File: src/rtl/img_accept_pkg.sv
package img_accept_pkg;

    localparam int DIGEST_W  = 256;
    localparam int NUM_KEYS  = 4;
    localparam int KEY_IDX_W = $clog2(NUM_KEYS);
    localparam int REVOKE_W  = NUM_KEYS - 1;
    localparam int LANE_W    = 64;

    typedef enum logic [2:0] {
        ST_IDLE,
        ST_HREQ,
        ST_HWAIT,
        ST_SREQ,
        ST_SWAIT,
        ST_GRANT,
        ST_LOCK
    } seq_state_e;

    typedef struct packed {
        logic                 is_list;
        logic [KEY_IDX_W-1:0] key_idx;
        logic                 leave_wr;
    } img_hdr_t;

    function automatic logic idx_revoked(input logic [KEY_IDX_W-1:0] idx,
                                         input logic [REVOKE_W-1:0]  fuses);
        logic hit;
        hit = 1'b0;
        for (int k = 0; k < REVOKE_W; k++) begin
            if (idx == KEY_IDX_W'(k) && fuses[k]) hit = 1'b1;
        end
        return hit;
    endfunction

endpackage

File: src/rtl/digest_eq.sv
module digest_eq
    import img_accept_pkg::*;
#(
    parameter int WIDTH = DIGEST_W,
    parameter int LANE  = LANE_W
) (
    input  logic [WIDTH-1:0] a,
    input  logic [WIDTH-1:0] b,
    output logic             equal
);
    localparam int LANES = (WIDTH + LANE - 1) / LANE;
    localparam int PADW  = LANES * LANE;

    logic [PADW-1:0]  pa, pb;
    logic [LANES-1:0] lane_eq;

    assign pa = PADW'(a);
    assign pb = PADW'(b);

    for (genvar g = 0; g < LANES; g++) begin : g_lane
        assign lane_eq[g] = (pa[g*LANE +: LANE] == pb[g*LANE +: LANE]);
    end

    assign equal = &lane_eq;
endmodule

File: src/rtl/key_policy.sv
module key_policy
    import img_accept_pkg::*;
(
    input  logic                 is_list,
    input  logic [KEY_IDX_W-1:0] key_idx,
    input  logic [REVOKE_W-1:0]  revoke,
    output logic                 key_ok
);
    logic revoked, mode_bad;

    assign revoked  = idx_revoked(key_idx, revoke);
    assign mode_bad = !is_list && (key_idx != '0);
    assign key_ok   = !revoked && !mode_bad;

    always_comb begin
        if (key_idx == KEY_IDX_W'(NUM_KEYS - 1) && is_list)
            AST_TOP_KEY_LIVE: assert (key_ok);
    end
endmodule

File: src/rtl/attempt_seq.sv
module attempt_seq
    import img_accept_pkg::*;
(
    input  logic clk,
    input  logic rst,
    input  logic start,
    input  logic check_ok,
    input  logic hdr_lw,
    output logic hreq_valid,
    input  logic hreq_ready,
    output logic hreq_alt,
    input  logic hres_valid,
    output logic hres_ready,
    output logic sreq_valid,
    input  logic sreq_ready,
    input  logic sres_valid,
    output logic sres_ready,
    input  logic sres_ok,
    output logic busy,
    output logic granted,
    output logic grant_alt,
    output logic grant_leave_wr,
    output logic fail_lock,
    output logic sw_fail_strobe
);
    seq_state_e state;
    logic alt_q, lw_q, strobe_q;
    logic hash_fire, sig_fire, attempt_bad;

    assign hash_fire   = (state == ST_HWAIT) && hres_valid;
    assign sig_fire    = (state == ST_SWAIT) && sres_valid;
    assign attempt_bad = (hash_fire && !check_ok) || (sig_fire && !sres_ok);

    always_ff @(posedge clk) begin
        if (rst) begin
            state    <= ST_IDLE;
            alt_q    <= 1'b0;
            lw_q     <= 1'b0;
            strobe_q <= 1'b0;
        end else begin
            strobe_q <= 1'b0;
            if (hash_fire) lw_q <= hdr_lw;
            if (attempt_bad) begin
                strobe_q <= 1'b1;
                if (alt_q) begin
                    state <= ST_LOCK;
                end else begin
                    state <= ST_HREQ;
                    alt_q <= 1'b1;
                end
            end else begin
                unique case (state)
                    ST_IDLE:  if (start) begin
                                  state <= ST_HREQ;
                                  alt_q <= 1'b0;
                              end
                    ST_HREQ:  if (hreq_ready) state <= ST_HWAIT;
                    ST_HWAIT: if (hres_valid) state <= ST_SREQ;
                    ST_SREQ:  if (sreq_ready) state <= ST_SWAIT;
                    ST_SWAIT: if (sres_valid) state <= ST_GRANT;
                    default:  state <= state;
                endcase
            end
        end
    end

    assign hreq_valid     = (state == ST_HREQ);
    assign hres_ready     = (state == ST_HWAIT);
    assign sreq_valid     = (state == ST_SREQ);
    assign sres_ready     = (state == ST_SWAIT);
    assign hreq_alt       = alt_q;
    assign granted        = (state == ST_GRANT);
    assign fail_lock      = (state == ST_LOCK);
    assign grant_alt      = granted && alt_q;
    assign grant_leave_wr = granted && lw_q;
    assign sw_fail_strobe = strobe_q;
    assign busy           = !(state == ST_IDLE || granted || fail_lock);

    AST_ONE_PENDING: assert property (@(posedge clk) disable iff (rst)
        $onehot0({hreq_valid, hres_ready, sreq_valid, sres_ready}));
    AST_HREQ_HOLD: assert property (@(posedge clk) disable iff (rst)
        hreq_valid && !hreq_ready |=> hreq_valid && $stable(hreq_alt));
    AST_NO_SIG_ON_BAD: assert property (@(posedge clk) disable iff (rst)
        hash_fire && !check_ok |=> !sreq_valid);
    AST_STROBE_ONE: assert property (@(posedge clk) disable iff (rst)
        sw_fail_strobe |=> !sw_fail_strobe);
    AST_RETRY_ALT: assert property (@(posedge clk) disable iff (rst)
        sw_fail_strobe && !fail_lock |-> hreq_valid && hreq_alt);
    AST_LOCK_STICKY: assert property (@(posedge clk) disable iff (rst)
        fail_lock |=> fail_lock && !granted);
    AST_GRANT_STICKY: assert property (@(posedge clk) disable iff (rst)
        granted |=> granted && $stable(grant_alt) && $stable(grant_leave_wr));
    AST_NO_BOTH: assert property (@(posedge clk) disable iff (rst)
        !(granted && fail_lock));
endmodule

File: src/rtl/img_accept_seq.sv
module img_accept_seq
    import img_accept_pkg::*;
(
    input  logic                 clk,
    input  logic                 rst,
    input  logic                 start,
    input  logic [DIGEST_W-1:0]  fuse_root_hash,
    input  logic [REVOKE_W-1:0]  fuse_revoke,
    output logic                 hreq_valid,
    input  logic                 hreq_ready,
    output logic                 hreq_alt,
    input  logic                 hres_valid,
    output logic                 hres_ready,
    input  logic [DIGEST_W-1:0]  hres_digest,
    input  logic                 hdr_is_list,
    input  logic [KEY_IDX_W-1:0] hdr_key_idx,
    input  logic                 hdr_leave_wr,
    output logic                 sreq_valid,
    input  logic                 sreq_ready,
    input  logic                 sres_valid,
    output logic                 sres_ready,
    input  logic                 sres_ok,
    output logic                 busy,
    output logic                 granted,
    output logic                 grant_alt,
    output logic                 grant_leave_wr,
    output logic                 fail_lock,
    output logic                 sw_fail_strobe
);
    img_hdr_t hdr;
    logic     hash_match, key_ok;

    assign hdr = '{is_list: hdr_is_list, key_idx: hdr_key_idx, leave_wr: hdr_leave_wr};

    digest_eq #(.WIDTH(DIGEST_W), .LANE(LANE_W)) u_cmp (
        .a     (hres_digest),
        .b     (fuse_root_hash),
        .equal (hash_match)
    );

    key_policy u_pol (
        .is_list (hdr.is_list),
        .key_idx (hdr.key_idx),
        .revoke  (fuse_revoke),
        .key_ok  (key_ok)
    );

    attempt_seq u_seq (
        .clk            (clk),
        .rst            (rst),
        .start          (start),
        .check_ok       (hash_match && key_ok),
        .hdr_lw         (hdr.leave_wr),
        .hreq_valid     (hreq_valid),
        .hreq_ready     (hreq_ready),
        .hreq_alt       (hreq_alt),
        .hres_valid     (hres_valid),
        .hres_ready     (hres_ready),
        .sreq_valid     (sreq_valid),
        .sreq_ready     (sreq_ready),
        .sres_valid     (sres_valid),
        .sres_ready     (sres_ready),
        .sres_ok        (sres_ok),
        .busy           (busy),
        .granted        (granted),
        .grant_alt      (grant_alt),
        .grant_leave_wr (grant_leave_wr),
        .fail_lock      (fail_lock),
        .sw_fail_strobe (sw_fail_strobe)
    );

    AST_REVOKED_NO_SIG: assert property (@(posedge clk) disable iff (rst)
        hres_valid && hres_ready && hdr_is_list && hdr_key_idx != 2'd3
        && fuse_revoke[hdr_key_idx] |=> !sreq_valid);
endmodule

File: config.mk
export PLATFORM = sky130hd
export DESIGN_NAME = img_accept_seq
export DESIGN_NICKNAME = d
export VERILOG_FILES = /design/src/rtl/img_accept_pkg.sv /design/src/rtl/digest_eq.sv /design/src/rtl/key_policy.sv /design/src/rtl/attempt_seq.sv /design/src/rtl/img_accept_seq.sv
export SDC_FILE = /design/constraint.sdc
export NUM_CORES = 1
export LEC_CHECK = 0
export BUFFER_PORTS_ARGS = -buffer_cell sky130_fd_sc_hd__buf_2
export CORE_AREA = 2 2 207 209
export DETAILED_ROUTE_END_ITERATION = 8
export DIE_AREA = 0 0 209 211
export HOLD_SLACK_MARGIN = 0.15
export PLACE_DENSITY = 0.35
export SLEW_MARGIN = 20
export SYNTH_ARGS = -nofsm -noshare
export SYNTH_HDL_FRONTEND = slang
export SYNTH_SLANG_ARGS = --single-unit
File: constraint.sdc
create_clock -name clk -period 2.7 [get_ports clk]
set_clock_uncertainty 0.2 [all_clocks]
set_input_delay 0.54 -clock clk [delete_from_list [all_inputs] [get_ports clk]]
set_output_delay 0.54 -clock clk [all_outputs]
set_load 0.005 [all_outputs]
Word level (Yosys, flattened, before mapping)
Index checks and enable logic that the tools add are counted.
- eq/ne operators: 17
- multiplexer cells: 15
- reduce and logical (&&, ||, !) cells: 30
- operators with widths (operator ; count):
    == test 64 bit ; 4
    two-way mux 3 bit ; 7
    case mux 3 bit (5 select lines) ; 1
    logical AND 1 bit ; 12
    == test 3 bit (second input constant) ; 3
    inequality test 3 x 2 -> 1 bit (second input constant) ; 3
    two-way mux 1 bit ; 7
    == test 3 x 2 -> 1 bit (second input constant) ; 2
    logical NOT 1 bit ; 6
    inequality test 3 x 1 -> 1 bit (second input constant) ; 2
    AND reduction 6 bit ; 1
    nonzero test 2 bit ; 3
    nonzero test 6 bit ; 1
    AND reduction 4 bit ; 1
    == test 3 x 1 -> 1 bit (second input constant) ; 1
    logical NOT 3 bit ; 1
    logical OR 1 bit ; 3
    == test 2 x 1 -> 1 bit (second input constant) ; 1
    == test 2 bit (second input constant) ; 1
    logical NOT 2 bit ; 1
    AND reduction 2 bit ; 1
- bits in registers: 6
- input bits: 527
- output and inout bits: 11
- logic and storage cells: 66

Longest topological paths before layout
Gate-level depths: netlist (run 1).
- depth in word-level cells: 13
- depth in mapped cells: 8
- depth with buffers taken out: 7

Hierarchy
From an unflattened synthesis (run 1), not the netlist that was laid out.
- cell total of the unflattened synthesis: 404
- area, all modules: 3301.9 µm²
- modules (own cells, without submodules) (module ; times used ; cells each ; area each (µm²) ; sequential area each (µm²)):
    digest_eq ; 1 ; 341 ; 2786.4 ; 0.0
    attempt_seq ; 1 ; 57 ; 473.0 ; 120.1
    key_policy ; 1 ; 5 ; 36.3 ; 0.0
    img_accept_seq ; 1 ; 1 ; 6.3 ; 0.0

Least setup slack after synthesis (run 1)
Ideal clock, no wire load.
- kind: input to register
- start point: input port fuse_root_hash[31]
- end point: register u_seq.state[1]
- setup time: 0.128 ns
- arrival time: 1.788 ns
- path slack: 0.583 ns
- stages: 7
- cells stage by stage: xnor2_1 nand4_1 nor4_1 o2111ai_1 nor4_4 a21o_1 a211oi_2
- word-level cells in the longest chain between the ends: 8
- elaborated cells on any way between the ends: 14
- classes of those cells: eq/ne (6); mux (1); reduce/logical (7)
- RTL lines (what ; RTL line ; source):
    start, declared ; img_accept_seq.sv:7 ; input logic [DIGEST_W-1:0] fuse_root_hash,
    == test 64 bit (*) ; digest_eq.sv:21 ; assign lane_eq[g] = (pa[g*LANE +: LANE] == pb[g*LANE +: LANE]);
    AND reduction 4 bit (*) ; digest_eq.sv:24 ; assign equal = &lane_eq;
    logical AND 1 bit (*) ; img_accept_seq.sv:52 ; .check_ok (hash_match && key_ok),
    logical NOT 1 bit (*) ; attempt_seq.sv:32 ; assign attempt_bad = (hash_fire && !check_ok) || (sig_fire && !sres_ok);
    logical AND 1 bit (*) ; attempt_seq.sv:32 ;
    logical OR 1 bit (*) ; attempt_seq.sv:32 ;
    inequality test 3 x 2 -> 1 bit (no source line), or another cell as far along ; - ;
    AND reduction 6 bit (no source line) ; - ;
    end signal, assigned ; attempt_seq.sv:61 ; default: state <= state;
    end, declared ; attempt_seq.sv:26 ; seq_state_e state;
Mark *: on every way between the ends. The rest lies on a longest branch, timed or not.
A chain may end at the register's enable or synchronous reset.

Worst setup path after layout (run 1)
- start point: input port fuse_root_hash[69]
- end point: register u_seq.state[1]
The elaborated chain is that of the path after synthesis.

==> impl_metrics.toml, run 1 <==
[clock_tree]
clock_sinks = 6
tritoncts = "done"
htree_num_levels = 1
post_cts_hold_buffer_count = 0
cts.reportedPaths.clkPinSlew_ns = 0.03
cts_buffer_depth = 2
tritoncts.num_buffers = 3
clk_latency_ns = 0.23
cts-root-buf = "sky130_fd_sc_hd__clkbuf_16"

[floorplanning]
chipWidth_um = 209
floorplan.die.height_um = 211
floorplan.die_area_mm2 = 0.0441
core_area_mm2 = 0.0418
initial_utilization = 0.0781
io-pin-count = 538
fp-row-count = 75

[outcome]
outcome = "finished, final reports clean"

[synth]
library_cell_with_the_highest_instance_count_after_synthesis = "sky130_fd_sc_hd__xnor2_1"
synthTopCellsByArea = "sky130_fd_sc_hd__xnor2_1, sky130_fd_sc_hd__xor2_1, sky130_fd_sc_hd__nand4_1"
mappedNetlistArea_mm2 = 0.00326
synth_edf_count = 0
synth_seq_cells = 6
ys_top_cells_by_count = "sky130_fd_sc_hd__xnor2_1, sky130_fd_sc_hd__xor2_1, sky130_fd_sc_hd__nand4_1"
synthDominantCellAreaShare = 0.499
syn_inst = 403
synth_top_flop_cell = "sky130_fd_sc_hd__dfxtp_1"
synth.avg_cell_area_um2 = 8.10
synth_cell_type_count = 38
syn-num-nets = 930
yosysTopAreaCell = "sky130_fd_sc_hd__xnor2_1"
synth-async-reset-ratio = 0
synthesis.yosys.warnings = 0
seq_total_area_yosys = 0.0368

[worst_setup_path]
worst-endpoint-arrival_ns = 2.39
timing_worst_setup_path_type = "in2reg"
worstPathRequired_ns = 2.60
critical_path.endpoint_type = "flip-flop"
r2r_cells = 9
path_max_fanout = 4
startpoint_kind_of_the_worst_setup_timing_path = "input pin"

[finish]
area_growth_pct = 110
layout.core_utilization = 0.164
n_fill_cell = 4794
final_layout_size_suffix_gt1_frac = 0.593
final_cell_area_mm2 = 0.00685
finish.net_count = 1487

[grt]
number_of_antenna_violations_at_the_first_check_in_global_routing = 3
first_global_vias = 5047
grt_max_degree = 13
global_route_wire_length_before_repair_um = 28800
global_route.overflow_total = 0
gr-usage-all-layers = 0.0874

[timing]
max_slew.worst_pin.slew_ns = 0.549
finalMaxSlewViolations = 0
grt_setup_unrepaired = "no"
finalHoldViolCount = 0
setup_viol_count_final = 0
layout_worst_path_cycle_share = 0.922
post-route-min-period_ns = 2.49
clock.fmax_ghz = 0.402
setup_total_negative_slack_ns = 0
hold_ws_ns = 0.281
maxSlewHeadroom = 0.633

[pwr]
peakVddDrop_mv = 0.181
totalPowerFinal_mw = 1.51
switching_share = 0.387
p_seq_frac = 0.088
leakage_dissipation_nw = 3.18
power.net_switching_mw = 0.585
p_per_area_mw_per_mm2 = 221
combinationalPowerShare = 0.753
pwr-share-clk = 0.159
power.internal_mw = 0.927

[min_path]
hold_path.class = "reg2reg"
hold_depth = 2

[drt]
route.detailed.drc = 0
dr.first_iter.drc_count = 158
routed_via_density = 3.25
routed_wire_length_per_instance_um = 14.2
antenna_left = 0
route.final.wire_length_um = 21400
detail_route.first_pass.iterations = 5
vias = 4870

[place]
routability_cong = 0.898
detailed_place_hpwl_um = 20600
place.port_buffers = 537
detailed_place.area_mm2 = 0.00673

[run]
drv_cap = 0
[worst max-delay path: stages]
cell and delay (ns):
sky130_fd_sc_hd__buf_2 0.10, sky130_fd_sc_hd__xnor2_1 0.30, sky130_fd_sc_hd__nand4_1 0.15, sky130_fd_sc_hd__nor4_2 0.29
sky130_fd_sc_hd__buf_4 0.17, sky130_fd_sc_hd__nand4_1 0.10, sky130_fd_sc_hd__nor4_2 0.31, sky130_fd_sc_hd__buf_4 0.16
sky130_fd_sc_hd__a21o_1 0.18, sky130_fd_sc_hd__a211oi_2 0.09
[what timing repair did]
item | in CTS | in global routing
setup buffers | 1 | 0
pin swaps | 1 | 0
endpoints found under the setup margin | 5 | 4
gates resized for setup | 3 | 1
[final cells by class]
class,instances,area (µm²),share of cell area
multi-input combinational,389,3130,0.457
timing repair buffer,555,2820,0.412
tap,539,674,0.0985
sequential,6,120,0.0175
clock buffer,3,75.1,0.0110
inverter,5,18.8,0.00274
antenna,2,5.00,0.000731
[cell families (layout without fill, tap and decap cells)]
logic type                after synthesis  in the layout  share of synthesized area
other                                   0              2                          0
DFF                                     6              6                     0.0368
xor gates and xnor gates              256            256                      0.687
AOI/OAI and AO/OA                      22             22                     0.0460
buffers and inverters                   8            563                     0.0115
and+or+nand+nor                       111            111                      0.219
[worst paths after layout]
check,start,end,slack [ns]
setup / recovery,fuse_root_hash[69],u_seq.state[1],0.21
hold reg to reg,u_seq.lw_q,u_seq.lw_q,0.28
setup reg to reg,u_seq.state[2],u_seq.state[1],0.32
hold / removal,u_seq.lw_q,u_seq.lw_q,0.28
[power groups by stage]
stage                     clock [mW]  combinational [mW]  sequential, mW
after floorplan                    0               0.516           0.126
after CTS                      0.249                1.15           0.133
after global routing           0.256                1.26           0.135
after detailed placement           0                1.14           0.134
final                          0.241                1.14           0.133
after global placement             0                1.14           0.134
[layout by cell type (no fill, tap or decap), types with 2 or more instances in the layout]
cell	instances
sky130_fd_sc_hd__buf_2	537
sky130_fd_sc_hd__xnor2_1	186
sky130_fd_sc_hd__xor2_1	70
sky130_fd_sc_hd__nand4_1	52
sky130_fd_sc_hd__nor4_1	24
sky130_fd_sc_hd__buf_4	18
sky130_fd_sc_hd__nor2_1	7
sky130_fd_sc_hd__nand2_1	6
sky130_fd_sc_hd__dfxtp_1	6
sky130_fd_sc_hd__a21oi_1	5
sky130_fd_sc_hd__inv_1	4
sky130_fd_sc_hd__nor3_1	4
sky130_fd_sc_hd__nor4_2	4
sky130_fd_sc_hd__nor4_4	3
sky130_fd_sc_hd__o21ai_0	3
sky130_fd_sc_hd__clkbuf_16	3
sky130_fd_sc_hd__diode_2	2
sky130_fd_sc_hd__and3_1	2
sky130_fd_sc_hd__nand3_1	2
sky130_fd_sc_hd__o21ai_1	2
sky130_fd_sc_hd__a211oi_2	2
[registers in the layout, indices dropped and copies added (netlist names)]
signal,cells
u_seq.sw_fail_strobe,1
u_seq.state,3
u_seq.lw_q,1
u_seq.hreq_alt,1
[through the flow]
step           setup WS, ns  instances
2_1_floorplan         0.583        403
3_3_place_gp         -0.679       1493
3_5_place_dp         -0.646       1493
4_1_cts              0.0456       1497
5_1_grt             0.00394       1499
6_report              0.212       1499
[per-layer routing]
layer | vias to the layer above | global-route usage | share of wire
met5 | - | 0 | 0.00061
met3 | 10 | 0.0114 | 0.066
li1 | 2529 | - | -
met2 | 212 | 0.152 | 0.49
met1 | 2117 | 0.117 | 0.43
met4 | 2 | 0.0131 | 0.0066
(Power assumes the default switching activity.)
==> run 2: changes to the inputs <==
--- a/config.mk
+++ b/config.mk
@@ -7,10 +7,12 @@
 export LEC_CHECK = 0
 export BUFFER_PORTS_ARGS = -buffer_cell sky130_fd_sc_hd__buf_2
 export CORE_AREA = 2 2 207 209
+export CTS_CLUSTER_SIZE = 40
 export DETAILED_ROUTE_END_ITERATION = 8
 export DIE_AREA = 0 0 209 211
 export HOLD_SLACK_MARGIN = 0.15
 export PLACE_DENSITY = 0.35
+export RECOVER_POWER = 25
 export SLEW_MARGIN = 20
 export SYNTH_ARGS = -nofsm -noshare
 export SYNTH_HDL_FRONTEND = slang
==> constraint.sdc (replaced) <==
create_clock -name clk -period 2.77 [get_ports clk]
set_clock_uncertainty 0.2 [all_clocks]
set_input_delay 0.554 -clock clk [delete_from_list [all_inputs] [get_ports clk]]
set_output_delay 0.554 -clock clk [all_outputs]
set_load 0.005 [all_outputs]
==> impl_metrics.toml, run 2 (synthesis gave the netlist of run 1 again) <==
[drt]
route.final.wire_length_um = 21300
detail_route.first_pass.iterations = 4
vias = 4884
antenna_left = 0
routed_wire_length_per_instance_um = 14.2
dr.first_iter.drc_count = 188
routed_via_density = 3.26
route.detailed.drc = 0

[worst_setup_path]
path_max_fanout = 4
reg2reg_slack_ns = 0.31
timing_worst_setup_path_type = "in2reg"
cpPeakStageDelay_ns = 0.34
worst-endpoint-arrival_ns = 2.49
timing.critical_path.cells = "buf_2 -> xnor2_1 -> nand4_1 -> nor4_1 -> buf_4 -> nand4_1 -> buf_4 -> nor4_4 -> buf_4 -> a21o_1 -> a211oi_2"
worstPathRequired_ns = 2.67
r2r_cells = 9
startpoint_kind_of_the_worst_setup_timing_path = "input pin"
slowest_stage = "sky130_fd_sc_hd__nor4_1"
r2r-start = "u_seq.state[1]"
path_common_cell = "sky130_fd_sc_hd__buf_4"
critical_path.endpoint_type = "flip-flop"
reg2reg_to = "u_seq.state[1]"

[grt]
number_of_antenna_violations_at_the_first_check_in_global_routing = 3
gr-usage-all-layers = 0.0875
grt_max_degree = 13
first_global_vias = 4964
global_route.overflow_total = 0
global_route_wire_length_before_repair_um = 28800

[finish]
most-common-layout-cells = "sky130_fd_sc_hd__buf_2, sky130_fd_sc_hd__xnor2_1, sky130_fd_sc_hd__xor2_1"
max_flop_register = "u_seq.state"
layout_commonest_cell = "sky130_fd_sc_hd__buf_2"
area_growth_pct = 110
finish.net_count = 1487
final_cell_area_mm2 = 0.00684
final_cell_count_no_fill = 1499
n_fill_cell = 4816
multi_input_logic_area_mm2 = 0.00313
largest_reg_flops = 3
final-seq-area_um2 = 120
final_layout_size_suffix_gt1_frac = 0.589

[clock_tree]
cts_buffer_depth = 2
post_cts_hold_buffer_count = 0
clock_sinks = 6
cts-root-buf = "sky130_fd_sc_hd__clkbuf_16"
tritoncts.num_buffers = 3
cts.reportedPaths.clkPinSlew_ns = 0.03
tritoncts = "done"
htree_num_levels = 1
clk_latency_ns = 0.23

[place]
place.detailed.instances = 1493
place.port_buffers = 537
detailed_place.area_mm2 = 0.00673
detailed_place_hpwl_um = 20400
routability_cong = 0.891

[floorplanning]
io-pin-count = 538
fp-row-count = 75
floorplan.die.height_um = 211
floorplan.die_area_mm2 = 0.0441
chipWidth_um = 209
initial_utilization = 0.0781
core_area_mm2 = 0.0418

[min_path]
hold_depth = 2
worst_hold_startpoint = "u_seq.lw_q"
hold-path-endpoint = "u_seq.lw_q"
hold_path.class = "reg2reg"

[timing]
setup_viol_count_final = 0
post-route-min-period_ns = 2.59
layout_worst_path_cycle_share = 0.935
maxSlewHeadroom = 0.646
grt_setup_unrepaired = "no"
finalMaxSlewViolations = 0
max_slew.worst_pin.slew_ns = 0.526
setup_total_negative_slack_ns = 0
hold_ws_ns = 0.277
clock.fmax_ghz = 0.386
finalHoldViolCount = 0

[pwr]
totalPowerFinal_mw = 1.46
leakage_dissipation_nw = 3.17
p_per_area_mw_per_mm2 = 214
peakVddDrop_mv = 0.142

[run]
drv_cap = 0

[outcome]
outcome = "finished, final reports clean"
==> run 2: layout make-up <==
type,instances,area share
Antenna cell,2,0.000732
Inverter,5,0.00274
Timing Repair Buffer,555,0.412
Multi-Input combinational cell,389,0.457
Tap cell,539,0.0986
Sequential cell,6,0.0176
Clock buffer,3,0.0110
==> run 2: worst max-delay path by stage <==
stage | cells after the start | end | start | slack (ns)
floorplan | 7 | u_seq.state[1] | fuse_root_hash[31] | 0.64
global placement | 9 | u_seq.state[1] | fuse_root_hash[176] | -0.45
detailed placement | 9 | u_seq.state[1] | fuse_root_hash[176] | -0.52
CTS | 9 | u_seq.state[1] | fuse_root_hash[200] | 0.01
global route | 11 | u_seq.hreq_alt | fuse_root_hash[193] | 0.07
finish | 11 | u_seq.state[1] | fuse_root_hash[193] | 0.18
==> run 2: critical path, delay by kind of cell <==
family | cells | cell delay, ns
buffers and inverters | 4 | 0.60
and+or+nand+nor | 4 | 0.81
xor gates and xnor gates | 1 | 0.24
AOI/OAI and AO/OA | 2 | 0.28
==> run 2: what timing repair did <==
item / CTS / global route
hold endpoints to repair: 0 / 0
setup buffers: 0 / 1
pin swaps: 0 / 1
gates resized for setup: 2 / 1
setup endpoints to repair: 5 / 5
==> run 2: where the power goes <==
part           switching (mW)  leakage (nW)  internal [mW]
Clock                  0.0492        0.0370          0.185
Sequential             0.0312        0.0490          0.106
Combinational           0.485          3.09          0.605
==> run 2: layer usage <==
| layer | routed length, µm | vias to the layer above | global-route usage |
|---|---|---|---|
| met2 | 10500 | 214 | 0.151 |
| li1 | - | 2525 | - |
| met5 | 13 | - | 0 |
| met3 | 1570 | 10 | 0.0135 |
| met1 | 9050 | 2133 | 0.117 |
| met4 | 159 | 2 | 0.0116 |
==> run 2: metrics by stage <==
step / setup slack [ns] / util
global placement: -0.450 / 0.161
floorplan: 0.639 / -
finish: 0.179 / 0.164
detailed placement: -0.521 / 0.161
global route: 0.0739 / 0.164
CTS: 0.0103 / 0.163
